[config.mk]
export PLATFORM = sky130hd
export DESIGN_NAME = rr_recon
export DESIGN_NICKNAME = d
export VERILOG_FILES = /design/src/rtl/rr_pkg.sv /design/src/rtl/rr_dc_calc.sv /design/src/rtl/rr_lane.sv /design/src/rtl/rr_ctrl.sv /design/src/rtl/rr_recon.sv
export SDC_FILE = /design/constraint.sdc
export NUM_CORES = 1
export LEC_CHECK = 0
export ABC_AREA = 1
export BUFFER_PORTS_ARGS = -buffer_cell sky130_fd_sc_hd__clkbuf_2
export CORE_AREA = 10 10 396 398
export DETAILED_ROUTE_END_ITERATION = 8
export DIE_AREA = 0 0 406 408
export PLACE_DENSITY_LB_ADDON = 0.05
export SLEW_MARGIN = 25
export SYNTH_ARGS = -nofsm -noshare
export SYNTH_HDL_FRONTEND = slang
export SYNTH_SLANG_ARGS = --single-unit
[constraint.sdc]
create_clock -name clk -period 10.65 [get_ports clk]
set_input_delay 2.6625 -clock clk [delete_from_list [all_inputs] [get_ports clk]]
set_output_delay 2.6625 -clock clk [all_outputs]
set_load 0.02 [all_outputs]
[src/rtl/rr_pkg.sv]
package rr_pkg;

  localparam int RES_W = 16;
  localparam int PIX_W = 8;

  typedef logic signed [RES_W-1:0] res_t;
  typedef logic        [PIX_W-1:0] pix_t;

  // Signed add of a residual and a zero-extended pixel, saturated to RES_W bits.
  function automatic res_t sat_add(input res_t r, input pix_t p);
    logic signed [RES_W:0] s;
    logic signed [RES_W:0] pz;
    pz = $signed({{(RES_W+1-PIX_W){1'b0}}, p});
    s  = $signed({r[RES_W-1], r}) + pz;
    if (s[RES_W] != s[RES_W-1]) begin
      // overflow: sign of the wide sum picks the rail
      return s[RES_W] ? {1'b1, {(RES_W-1){1'b0}}} : {1'b0, {(RES_W-1){1'b1}}};
    end
    return s[RES_W-1:0];
  endfunction

  // Unsigned clip of a signed value to PIX_W bits.
  function automatic pix_t clip_pix(input res_t v);
    if (v[RES_W-1])            return '0;
    else if (|v[RES_W-2:PIX_W]) return '1;
    else                        return v[PIX_W-1:0];
  endfunction

endpackage

[src/rtl/rr_dc_calc.sv]
module rr_dc_calc
  import rr_pkg::*;
(
  input  res_t coef,
  output res_t dc_val
);

  localparam int STAGE1_SH = 1;
  localparam int STAGE2_SH = 6;
  localparam logic signed [RES_W:0] RND1 = (RES_W+1)'(1);
  localparam logic signed [RES_W:0] RND2 = (RES_W+1)'(1 << (STAGE2_SH - 1));

  logic signed [RES_W:0] coef_ext;
  logic signed [RES_W:0] half_v;
  logic signed [RES_W:0] final_v;

  always_comb begin
    coef_ext = $signed({coef[RES_W-1], coef});
    half_v   = (coef_ext + RND1) >>> STAGE1_SH;
    final_v  = (half_v + RND2) >>> STAGE2_SH;
    dc_val   = final_v[RES_W-1:0];
  end

endmodule

[src/rtl/rr_lane.sv]
module rr_lane
  import rr_pkg::*;
(
  input  logic lane_on,
  input  res_t res,
  input  pix_t pred,
  output pix_t pix
);

  res_t sum_sat;

  always_comb begin
    sum_sat = sat_add(res, pred);
    pix     = lane_on ? clip_pix(sum_sat) : '0;
  end

endmodule

[src/rtl/rr_ctrl.sv]
module rr_ctrl
  import rr_pkg::*;
#(
  parameter int MIN_LOG2 = 2,
  parameter int MAX_LOG2 = 5,
  parameter int SEL_W    = 2
) (
  input  logic                clk,
  input  logic                rst_sync_n,
  input  logic [SEL_W-1:0]    hdr_size_sel,
  input  logic                hdr_dc_mode,
  input  res_t                hdr_dc_coef,
  input  logic                res_valid,
  input  logic                pred_valid,
  input  logic                can_load,
  output logic                res_ready,
  output logic                pred_ready,
  output logic                fire,
  output logic                row_last,
  output logic                cur_dc,
  output res_t                cur_coef,
  output logic [MAX_LOG2:0]   cur_n
);

  localparam int ROW_W = MAX_LOG2;
  localparam int N_W   = MAX_LOG2 + 1;
  localparam int MIN_N = 1 << MIN_LOG2;

  logic               active_q, active_d;
  logic [ROW_W-1:0]   row_q, row_d;
  logic [SEL_W-1:0]   sel_q, sel_d;
  logic               dc_q, dc_d;
  res_t               coef_q, coef_d;
  logic [SEL_W-1:0]   cur_sel;
  logic               hdr_en;
  logic               row_en;

  // next state
  always_comb begin
    cur_sel    = active_q ? sel_q  : hdr_size_sel;
    cur_dc     = active_q ? dc_q   : hdr_dc_mode;
    cur_coef   = active_q ? coef_q : hdr_dc_coef;
    cur_n      = N_W'(MIN_N) << cur_sel;
    row_last   = ({1'b0, row_q} == (cur_n - N_W'(1)));

    pred_ready = can_load && (cur_dc || res_valid);
    res_ready  = can_load && pred_valid && !cur_dc;
    fire       = pred_valid && pred_ready;

    row_en     = fire;
    hdr_en     = fire && !active_q;
    sel_d      = hdr_size_sel;
    dc_d       = hdr_dc_mode;
    coef_d     = hdr_dc_coef;

    if (row_last) begin
      active_d = 1'b0;
      row_d    = '0;
    end else begin
      active_d = 1'b1;
      row_d    = row_q + ROW_W'(1);
    end
  end

  // registers
  always_ff @(posedge clk or negedge rst_sync_n) begin
    if (!rst_sync_n) begin
      active_q <= 1'b0;
      row_q    <= '0;
    end else if (row_en) begin
      active_q <= active_d;
      row_q    <= row_d;
    end
  end

  always_ff @(posedge clk or negedge rst_sync_n) begin
    if (!rst_sync_n) begin
      sel_q  <= '0;
      dc_q   <= 1'b0;
      coef_q <= '0;
    end else if (hdr_en) begin
      sel_q  <= sel_d;
      dc_q   <= dc_d;
      coef_q <= coef_d;
    end
  end

  // header state frozen for the life of a block
  a_r2_hdr_held: assert property (@(posedge clk) disable iff (!rst_sync_n)
    (active_q && !(fire && row_last)) |=>
      (active_q && sel_q == $past(sel_q) && dc_q == $past(dc_q) && coef_q == $past(coef_q)));

  // row counter stays inside the latched block edge
  a_r1_row_bound: assert property (@(posedge clk) disable iff (!rst_sync_n)
    active_q |-> ({1'b0, row_q} < (N_W'(MIN_N) << sel_q)));

  // no residual consumed in DC-only mode
  a_r4_no_res_in_dc: assert property (@(posedge clk) disable iff (!rst_sync_n)
    (pred_valid && cur_dc) |-> !res_ready);

  // normal-mode rows taken on both streams together
  a_r10_joint_take: assert property (@(posedge clk) disable iff (!rst_sync_n)
    (fire && !cur_dc) |-> (res_valid && res_ready));

endmodule

[src/rtl/rr_recon.sv]
module rr_recon
  import rr_pkg::*;
#(
  parameter  int MIN_LOG2 = 2,
  parameter  int MAX_LOG2 = 5,
  localparam int MAX_N    = 1 << MAX_LOG2,
  localparam int SEL_W    = $clog2(MAX_LOG2 - MIN_LOG2 + 1)
) (
  input  logic                    clk,
  input  logic                    rst_n,
  input  logic [SEL_W-1:0]        hdr_size_sel,
  input  logic                    hdr_dc_mode,
  input  logic [RES_W-1:0]        hdr_dc_coef,
  input  logic                    res_valid,
  output logic                    res_ready,
  input  logic [MAX_N*RES_W-1:0]  res_row,
  input  logic                    pred_valid,
  output logic                    pred_ready,
  input  logic [MAX_N*PIX_W-1:0]  pred_row,
  output logic                    out_valid,
  input  logic                    out_ready,
  output logic [MAX_N*PIX_W-1:0]  out_row,
  output logic                    out_last
);

  localparam int N_W   = MAX_LOG2 + 1;
  localparam int MIN_N = 1 << MIN_LOG2;
  localparam int ROW_BITS = MAX_N * PIX_W;

  // reset: asserted at once, released on a clock edge
  logic rst_meta_n, rst_sync_n;
  always_ff @(posedge clk or negedge rst_n) begin
    if (!rst_n) begin
      rst_meta_n <= 1'b0;
      rst_sync_n <= 1'b0;
    end else begin
      rst_meta_n <= 1'b1;
      rst_sync_n <= rst_meta_n;
    end
  end

  logic             can_load;
  logic             fire;
  logic             row_last;
  logic             cur_dc;
  res_t             cur_coef;
  res_t             dc_val;
  logic [N_W-1:0]   cur_n;
  logic [ROW_BITS-1:0] row_nx;

  rr_ctrl #(
    .MIN_LOG2 (MIN_LOG2),
    .MAX_LOG2 (MAX_LOG2),
    .SEL_W    (SEL_W)
  ) u_ctrl (
    .clk          (clk),
    .rst_sync_n   (rst_sync_n),
    .hdr_size_sel (hdr_size_sel),
    .hdr_dc_mode  (hdr_dc_mode),
    .hdr_dc_coef  (res_t'(hdr_dc_coef)),
    .res_valid    (res_valid),
    .pred_valid   (pred_valid),
    .can_load     (can_load),
    .res_ready    (res_ready),
    .pred_ready   (pred_ready),
    .fire         (fire),
    .row_last     (row_last),
    .cur_dc       (cur_dc),
    .cur_coef     (cur_coef),
    .cur_n        (cur_n)
  );

  rr_dc_calc u_dc (
    .coef   (cur_coef),
    .dc_val (dc_val)
  );

  for (genvar i = 0; i < MAX_N; i++) begin : g_lane
    logic lane_on;
    res_t lane_res;
    assign lane_on  = (N_W'(i) < cur_n);
    assign lane_res = cur_dc ? dc_val : res_t'(res_row[i*RES_W +: RES_W]);
    rr_lane u_lane (
      .lane_on (lane_on),
      .res     (lane_res),
      .pred    (pred_row[i*PIX_W +: PIX_W]),
      .pix     (row_nx[i*PIX_W +: PIX_W])
    );
  end

  // output stage
  logic                out_valid_q, out_valid_d;
  logic [ROW_BITS-1:0] out_row_q;
  logic                out_last_q;
  logic [N_W-1:0]      out_n_q;
  logic                out_en;

  always_comb begin
    can_load    = !out_valid_q || out_ready;
    out_valid_d = fire || (out_valid_q && !out_ready);
    out_en      = fire;
  end

  always_ff @(posedge clk or negedge rst_sync_n) begin
    if (!rst_sync_n) begin
      out_valid_q <= 1'b0;
    end else begin
      out_valid_q <= out_valid_d;
    end
  end

  always_ff @(posedge clk or negedge rst_sync_n) begin
    if (!rst_sync_n) begin
      out_row_q  <= '0;
      out_last_q <= 1'b0;
      out_n_q    <= N_W'(MIN_N);
    end else if (out_en) begin
      out_row_q  <= row_nx;
      out_last_q <= row_last;
      out_n_q    <= cur_n;
    end
  end

  assign out_valid = out_valid_q;
  assign out_row   = out_row_q;
  assign out_last  = out_last_q;

  // a stalled row is held unchanged
  a_r8_stall_hold: assert property (@(posedge clk) disable iff (!rst_sync_n)
    (out_valid_q && !out_ready) |=>
      (out_valid_q && $stable(out_row_q) && $stable(out_last_q)));

  // lanes beyond the block edge are zero
  a_r1_upper_zero: assert property (@(posedge clk) disable iff (!rst_sync_n)
    out_valid_q |-> ((out_row_q >> (PIX_W * int'(out_n_q))) == '0));

  // two block ends are never adjacent rows
  a_r7_last_spaced: assert property (@(posedge clk) disable iff (!rst_sync_n)
    (out_valid_q && out_ready && out_last_q) |=> !(out_valid_q && out_last_q));

endmodule

==> metrics, run 1 <==
maximum clock insertion buffer count 3; total CTS buffers 47; htree depth 2; area grow syn2layout 25.9%; final wirelength 208,000 um; TritonRoute pass-1 iters 6; RSZ-0062 raised after global routing no; Post-Syn Area per Cell 6.09 um2; Net Sw Frac 53.1%; Final ANT Viol Nets 0; Flop pwr share 15.3%; final std cells w/o fill 8,720; TritonCTS clock tree yes; final setup TNS 0 ns; I/O Pins 1,052; endpoints failing setup 0; Post-CTS Hold Buffers 0; Yosys reg bits 285; share of layout cells above drive strength 1 21.5%; clk sinks 285; Die Wd 406 um; Core Region 149,000 um2; initial antenna violation count 106; max layer used met5; Post-CTS Setup Repair Bufs 0; Worst-path clk slew 0.06 ns; FFs w/ async S/R, synth 100%; Post-Route Skew 0.0335 ns; row cnt 142; PwrDens 203 nW/um2; Placer Congestion 0.913; drt wl/cell 23.9 um; fin. max-slew vios 0; first-iteration detailed-routing DRC count 2,814; Worst Tran Pin Value 0.941 ns; vias per cell 4.78; Clk pwr share 19.0%; met3 WL post-DR 13,100 um; r2r setup slk 3.60 ns; RR Endpoint out_row[23]; Static Leakage 25.0 nW; Int Power 4.20 mW; max-cap violation count 0; Peak VDD IR 107 uV; Fill cells 17,208; vias 41,644; kind of end point of the critical path register; DP HPWL 171,000 um; most frequent CP cell nand2_1; Syn. warnings 0; first-pass GRT wire length 293,000 um; combinational share of power 65.7%; Synth Cell Area 34,900 um2; Slew headroom 37.3%; CP required 11.17 ns; total gr overflow 0; area leader, netlist nand2_1; period utilisation layout 76.0%; switching power total 4.75 mW; Highest Clock Rate 124 MHz; Hold Path Depth 0; Worst-Skew Late Latency 0.65 ns; Multi-input gate area 24,800 um2; initial cell density of the core 23.4%; Crit path largest cell delay 0.76 ns; worst r2r path cells 37; vias in the first global route 40,958; Startpoint Class input pin; top cell type's share of synthesized area 21.0%; Final nets 7,780; GRT Total Usage 24.0%; Pwr Total 8.94 mW; placed cell count 8,593; Final Hold Fails 0; post-synthesis cell type count 61; largest cells by area after synthesis nand2_1 21%, dfrtp_1 20%, ha_1 9.2%, nand3_1 7.5%, nor2_1 6.5%; status complete, no violations; post-synthesis sequential area ratio 20.4%; Hold Crit Start rst_meta_n; WL met1 88,900 um; Crit-path slowest cell a21oi_4; worst hold path class register to register; fin crit period 8.09 ns; met2 routed WL 99,900 um; Die Span Y 408 um; Reg area 7140 um2; EDFF count, synth 0; Die Area 166,000 um2; Buffers on Ports 1,051; Hold Crit Endpoint rst_sync_n; root buffer cell clkbuf_16; cell count after synthesis 5,727; FF-to-FF Start u_ctrl.active_q; Worst Path Arrival 8.61 ns; Crit Path Category input pin to register; crit-path max FO 10; # DRC 0; largest net degree at the start of global routing 107; Post-CTS Resized 0; Main synth FF type dfrtp_1; Post-Syn Nets 6,809
## per-layer routing
layer	GRT usage, %	vias up
met5	0	-
met4	7.31	60
met3	5.69	273
met2	41.0	1191
met1	29.4	19512
li1	-	20608
## power groups by stage
stage          logic, mW  registers, mW  clock network [mW]
6_report            5.88           1.37                1.70
4_1_cts             5.92           1.37                1.76
3_3_place_gp        5.93           1.39                   0
2_1_floorplan       3.85           1.52                   0
5_1_grt             6.61           1.38                1.80
3_5_place_dp        5.89           1.38                   0
## flip-flops by register name, indices dropped and copies added, names as in the netlist
name,cells
out_row,256
u_ctrl.coef_q,16
u_ctrl.row_q,5
u_ctrl.sel_q,2
out_last,1
out_valid,1
rst_meta_n,1
rst_sync_n,1
u_ctrl.active_q,1
u_ctrl.dc_q,1
## logic make-up (layout without fill, tap and decap cells)
kind of cell | Yosys count | after routing | share of synthesized area [%]
and+or+nand+nor | 3393 | 3393 | 41.4
AOI/OAI and AO/OA | 818 | 818 | 13.4
buffers and inverters | 749 | 1753 | 8.80
adders and majority gates | 290 | 290 | 11.1
DFF | 285 | 285 | 20.4
xor gates and xnor gates | 183 | 183 | 4.59
muxes | 8 | 8 | 0.258
other | 1 | 46 | 0.0107
## final cells by class
| type | instances | share of cell area [%] |
|---|---|---|
| multi-input cells | 4693 | 56.4 |
| flip-flops and latches | 285 | 16.2 |
| repair buffers | 1101 | 13.0 |
| well taps | 1944 | 5.53 |
| inverters | 570 | 4.88 |
| clock buffers | 68 | 3.13 |
| clock inverters | 14 | 0.535 |
| diodes | 45 | 0.256 |
## worst max path at each step
stage                               from     endpoint  slack, ns
after CTS                 hdr_dc_coef[2]  out_row[23]       2.52
after global placement    hdr_dc_coef[5]  out_row[35]       1.99
after global routing      hdr_dc_coef[5]  out_row[18]       1.88
after detailed placement  hdr_dc_coef[2]  out_row[18]       1.84
final                     hdr_dc_coef[2]  out_row[23]       2.56
after floorplan               rst_sync_n     out_last       2.12
## worst max-delay path: cells and delay by family
family          cells  cell delay (ns)
simple gates       20             2.39
compound gates      6             1.93
buf+inv             8             1.10
fa+ha+maj           2             0.48
## cell usage in the layout, fill, tap and decap left out, types with 44 or more instances in the layout
cell type and instances:
o21ai_1 69, dfrtp_1 284, or2_2 48, nor2_1 605
inv_1 525, diode_2 45, clkbuf_16 48, clkbuf_2 1051
ha_1 258, o21ai_0 351, a31oi_1 45, nand3_1 521
buf_4 44, nand2_1 1946, nand2_2 53, a21oi_1 218
nand4_1 81, xor2_1 144
## synthesized netlist by cell type, types with 5 or more instances
cell and number:
nor2_4 5, o21ai_0 353, or2_2 48, o211ai_1 9, nand3_4 6, inv_1 527, buf_4 10, nor3_2 6
mux2_2 8, ha_1 258, nand2_1 1949, a21oi_1 222, nand3_1 521, o21a_1 12, buf_2 65, nand4_2 5
o41ai_1 24, a21oi_4 9, xnor2_1 39, nor2_1 605, buf_6 17, nor2_2 28, o21bai_1 14, nor3_1 20
o21ai_1 69, nand3_2 16, nand2_2 52, clkbuf_1 84, dfrtp_1 285, xor2_1 144, a21boi_4 6, a31oi_1 45
fa_1 32, o21ai_2 20, inv_2 38, nand3b_1 27, and2_1 6, a41oi_1 6, nand4_1 81, a21o_1 13
## metrics by stage
stage | setup WS [ns] | hold WS [ns] | utilization, % | instance area, um2
2_1_floorplan | 2.12 | 0.331 | - | 34900
3_3_place_gp | 1.99 | 0.336 | 28.4 | 42200
3_5_place_dp | 1.84 | 0.338 | 28.4 | 42200
4_1_cts | 2.52 | 0.350 | 29.4 | 43800
5_1_grt | 1.88 | 0.357 | 29.5 | 43900
6_report | 2.56 | 0.347 | 29.5 | 44000
(Power assumes the default switching activity.)
==> run 2: changes to the inputs <==
- CORE_AREA: 10 10 396 398 -> 10 10 403 405
- DIE_AREA: 0 0 406 408 -> 0 0 413 415
- clock period: 10.65 -> 7.25 ns (I/O delays scaled with it)
==> run 2 against run 1 <==
Power rose by 47%. Sequential cell count did not move. Register-to-register slack got worse by 2.3 ns. Final area rose by 1.4%. Non-clock buffer count rose by 60. Sequential power rose by 47%. Clock power rose by 41%. Cell count rose by 1.7%. Highest routed layer unchanged.
==> metrics, run 2 (synthesized netlist as in run 1, its figures left out) <==
Die Wd 413 um (was 406 um); I/O Pins 1,052 (unchanged); Post-CTS Setup Repair Bufs 0 (unchanged); RSZ-0062 raised after global routing no (unchanged); fin crit period 6.34 ns; total gr overflow 0 (unchanged); DP HPWL 174,000 um (was 171,000 um); # DRC 0 (unchanged); first-pass GRT wire length 297,000 um (was 293,000 um); max-cap violation count 0 (unchanged); clk sinks 285 (unchanged); vias 41,809 (was 41,644); row cnt 144 (was 142); Post-Route Skew 0.0249 ns (was 0.0335 ns); Worst Tran Pin Value 1.02 ns (was 0.941 ns); Startpoint Class input pin (unchanged); Final nets 7,838 (was 7,780); max FFs per register 256 (unchanged); Worst-path clk slew 0.06 ns (about the same); vias per cell 4.71 (was 4.78); Die Area 171,000 um2 (was 166,000 um2); placed cell count 8,753 (was 8,593); Fill cells 17,754 (was 17,208); Final Hold Fails 0 (unchanged); final wirelength 210,000 um (was 208,000 um); share of layout cells above drive strength 1 22.2% (was 21.5%); kind of end point of the critical path register (unchanged); period utilisation layout 87.4%; drt wl/cell 23.7 um (was 23.9 um); total CTS buffers 45 (was 47); htree depth 2 (unchanged); vias in the first global route 41,795 (was 40,958); initial antenna violation count 95 (was 106); Final ANT Viol Nets 0 (unchanged); maximum clock insertion buffer count 3 (unchanged); endpoints failing setup 0 (unchanged); first-iteration detailed-routing DRC count 2,701 (was 2,814); initial cell density of the core 22.7% (was 23.4%); commonest non-fill, non-tap cell in the layout nand2_1 (unchanged); Worst Path Arrival 6.85 ns (was 8.61 ns); final std cells w/o fill 8,870 (was 8,720); final setup TNS 0 ns (unchanged); most frequent CP cell nand2_1 (unchanged); Slew headroom 31.6% (was 37.3%); area grow syn2layout 27.7% (was 25.9%); crit-path max FO 18 (was 10); Buffers on Ports 1,051 (unchanged); status complete, no violations (unchanged); root buffer cell clkbuf_16 (unchanged); FF-to-FF Start u_ctrl.active_q (unchanged); CP required 7.76 ns (was 11.17 ns); fin. max-slew vios 0 (unchanged); PwrDens 294 nW/um2 (was 203 nW/um2); Static Leakage 25.3 nW (was 25.0 nW); TritonRoute pass-1 iters 6 (unchanged); Placer Congestion 0.910 (was 0.913); Core Region 154,000 um2 (was 149,000 um2); Post-CTS Resized 0 (unchanged); worst hold path class register to async pin (was register to register); Crit-path slowest cell fa_1 (was a21oi_4); Worst Setup SP hdr_dc_coef[4] (was hdr_dc_coef[2]); most frequent cells in the layout 1,945 x nand2_1, 1,051 x clkbuf_2, 605 x nor2_1 (was 1,946 x nand2_1, 1,051 x clkbuf_2, 605 x nor2_1); Die Span Y 415 um (was 408 um); worst r2r path cells 30 (was 37); Peak VDD IR 173 uV (was 107 uV); Highest Clock Rate 158 MHz; Crit path largest cell delay 0.42 ns (was 0.76 ns); TritonCTS clock tree yes (unchanged); Crit Path Category input pin to register (unchanged); GRT Total Usage 23.4% (was 24.0%); largest net degree at the start of global routing 111 (was 107); Worst-Skew Late Latency 0.65 ns (about the same); Post-CTS Hold Buffers 0 (unchanged)
run 2: cell types whose count changed in the layout (fill, tap and decap cells not counted), moves of 2 or more:
cell        previous run  this run
buf_12                 6        18
buf_4                 44        92
bufinv_16              6         3
clkbuf_1              10         6
clkinv_2               6         8
clkinvlp_4             0         3
diode_2               45        37
run 2: critical path: cells and delay by family:
| kind | cells | cell delay, ns |
|---|---|---|
| buffers and inverters | 6 | 0.60 |
| adder cells (fa/ha/maj) | 3 | 0.92 |
| AO/OA/AOI/OAI | 6 | 1.11 |
| AND/OR/NAND/NOR | 17 | 2.35 |
run 2: power by group:
part           leakage (nW)  switching [mW]  total (mW)  internal, mW
Sequential             3.90           0.185        2.01          1.82
Combinational          20.6            5.77        8.71          2.94
Clock                 0.748           0.992        2.39          1.39
run 2: worst paths after layout:
kind | to | slack (ns)
hold reg to reg | out_row[145] | 0.26
max in group asynchronous | out_row[21] | 5.24
min in group clk | rst_sync_n | 0.35
hold / removal | out_row[145] | 0.26
setup reg to reg | out_row[69] | 1.32
setup / recovery | out_row[69] | 0.91
run 2: final cells by class:
class                           instances  area [um2]  area share (%)
Inverter                              570        2150            4.82
Antenna cell                           37        92.6           0.208
Clock buffer                           64        1350            3.03
Tap cell                             2044        2560            5.74
Sequential cell                       285        7140            16.0
Clock inverter                         16         170           0.382
Multi-Input combinational cell       4693       24800            55.7
Timing Repair Buffer                 1161        6310            14.2
run 2: layer usage:
layer | wire length, um | vias to the layer above | track usage (%)
met3 | 13800 | 253 | 5.23
met2 | 102000 | 1236 | 40.7
met1 | 88600 | 19572 | 28.7
li1 | - | 20696 | -
met4 | 5470 | 52 | 6.12
met5 | 343 | - | 0
run 2: through the flow:
step           total power [mW]  utilization [%]  hold slack (ns)  setup slack, ns  instance area (um2)
2_1_floorplan              7.88                -            0.331             1.04                34900
3_3_place_gp               10.9             27.9            0.275            0.258                43000
3_5_place_dp               10.8             27.9            0.273            0.276                43000
4_1_cts                    13.3             28.9            0.276            0.973                44500
5_1_grt                    14.4             28.9            0.286            0.467                44500
6_report                   13.1             29.0            0.265            0.913                44600
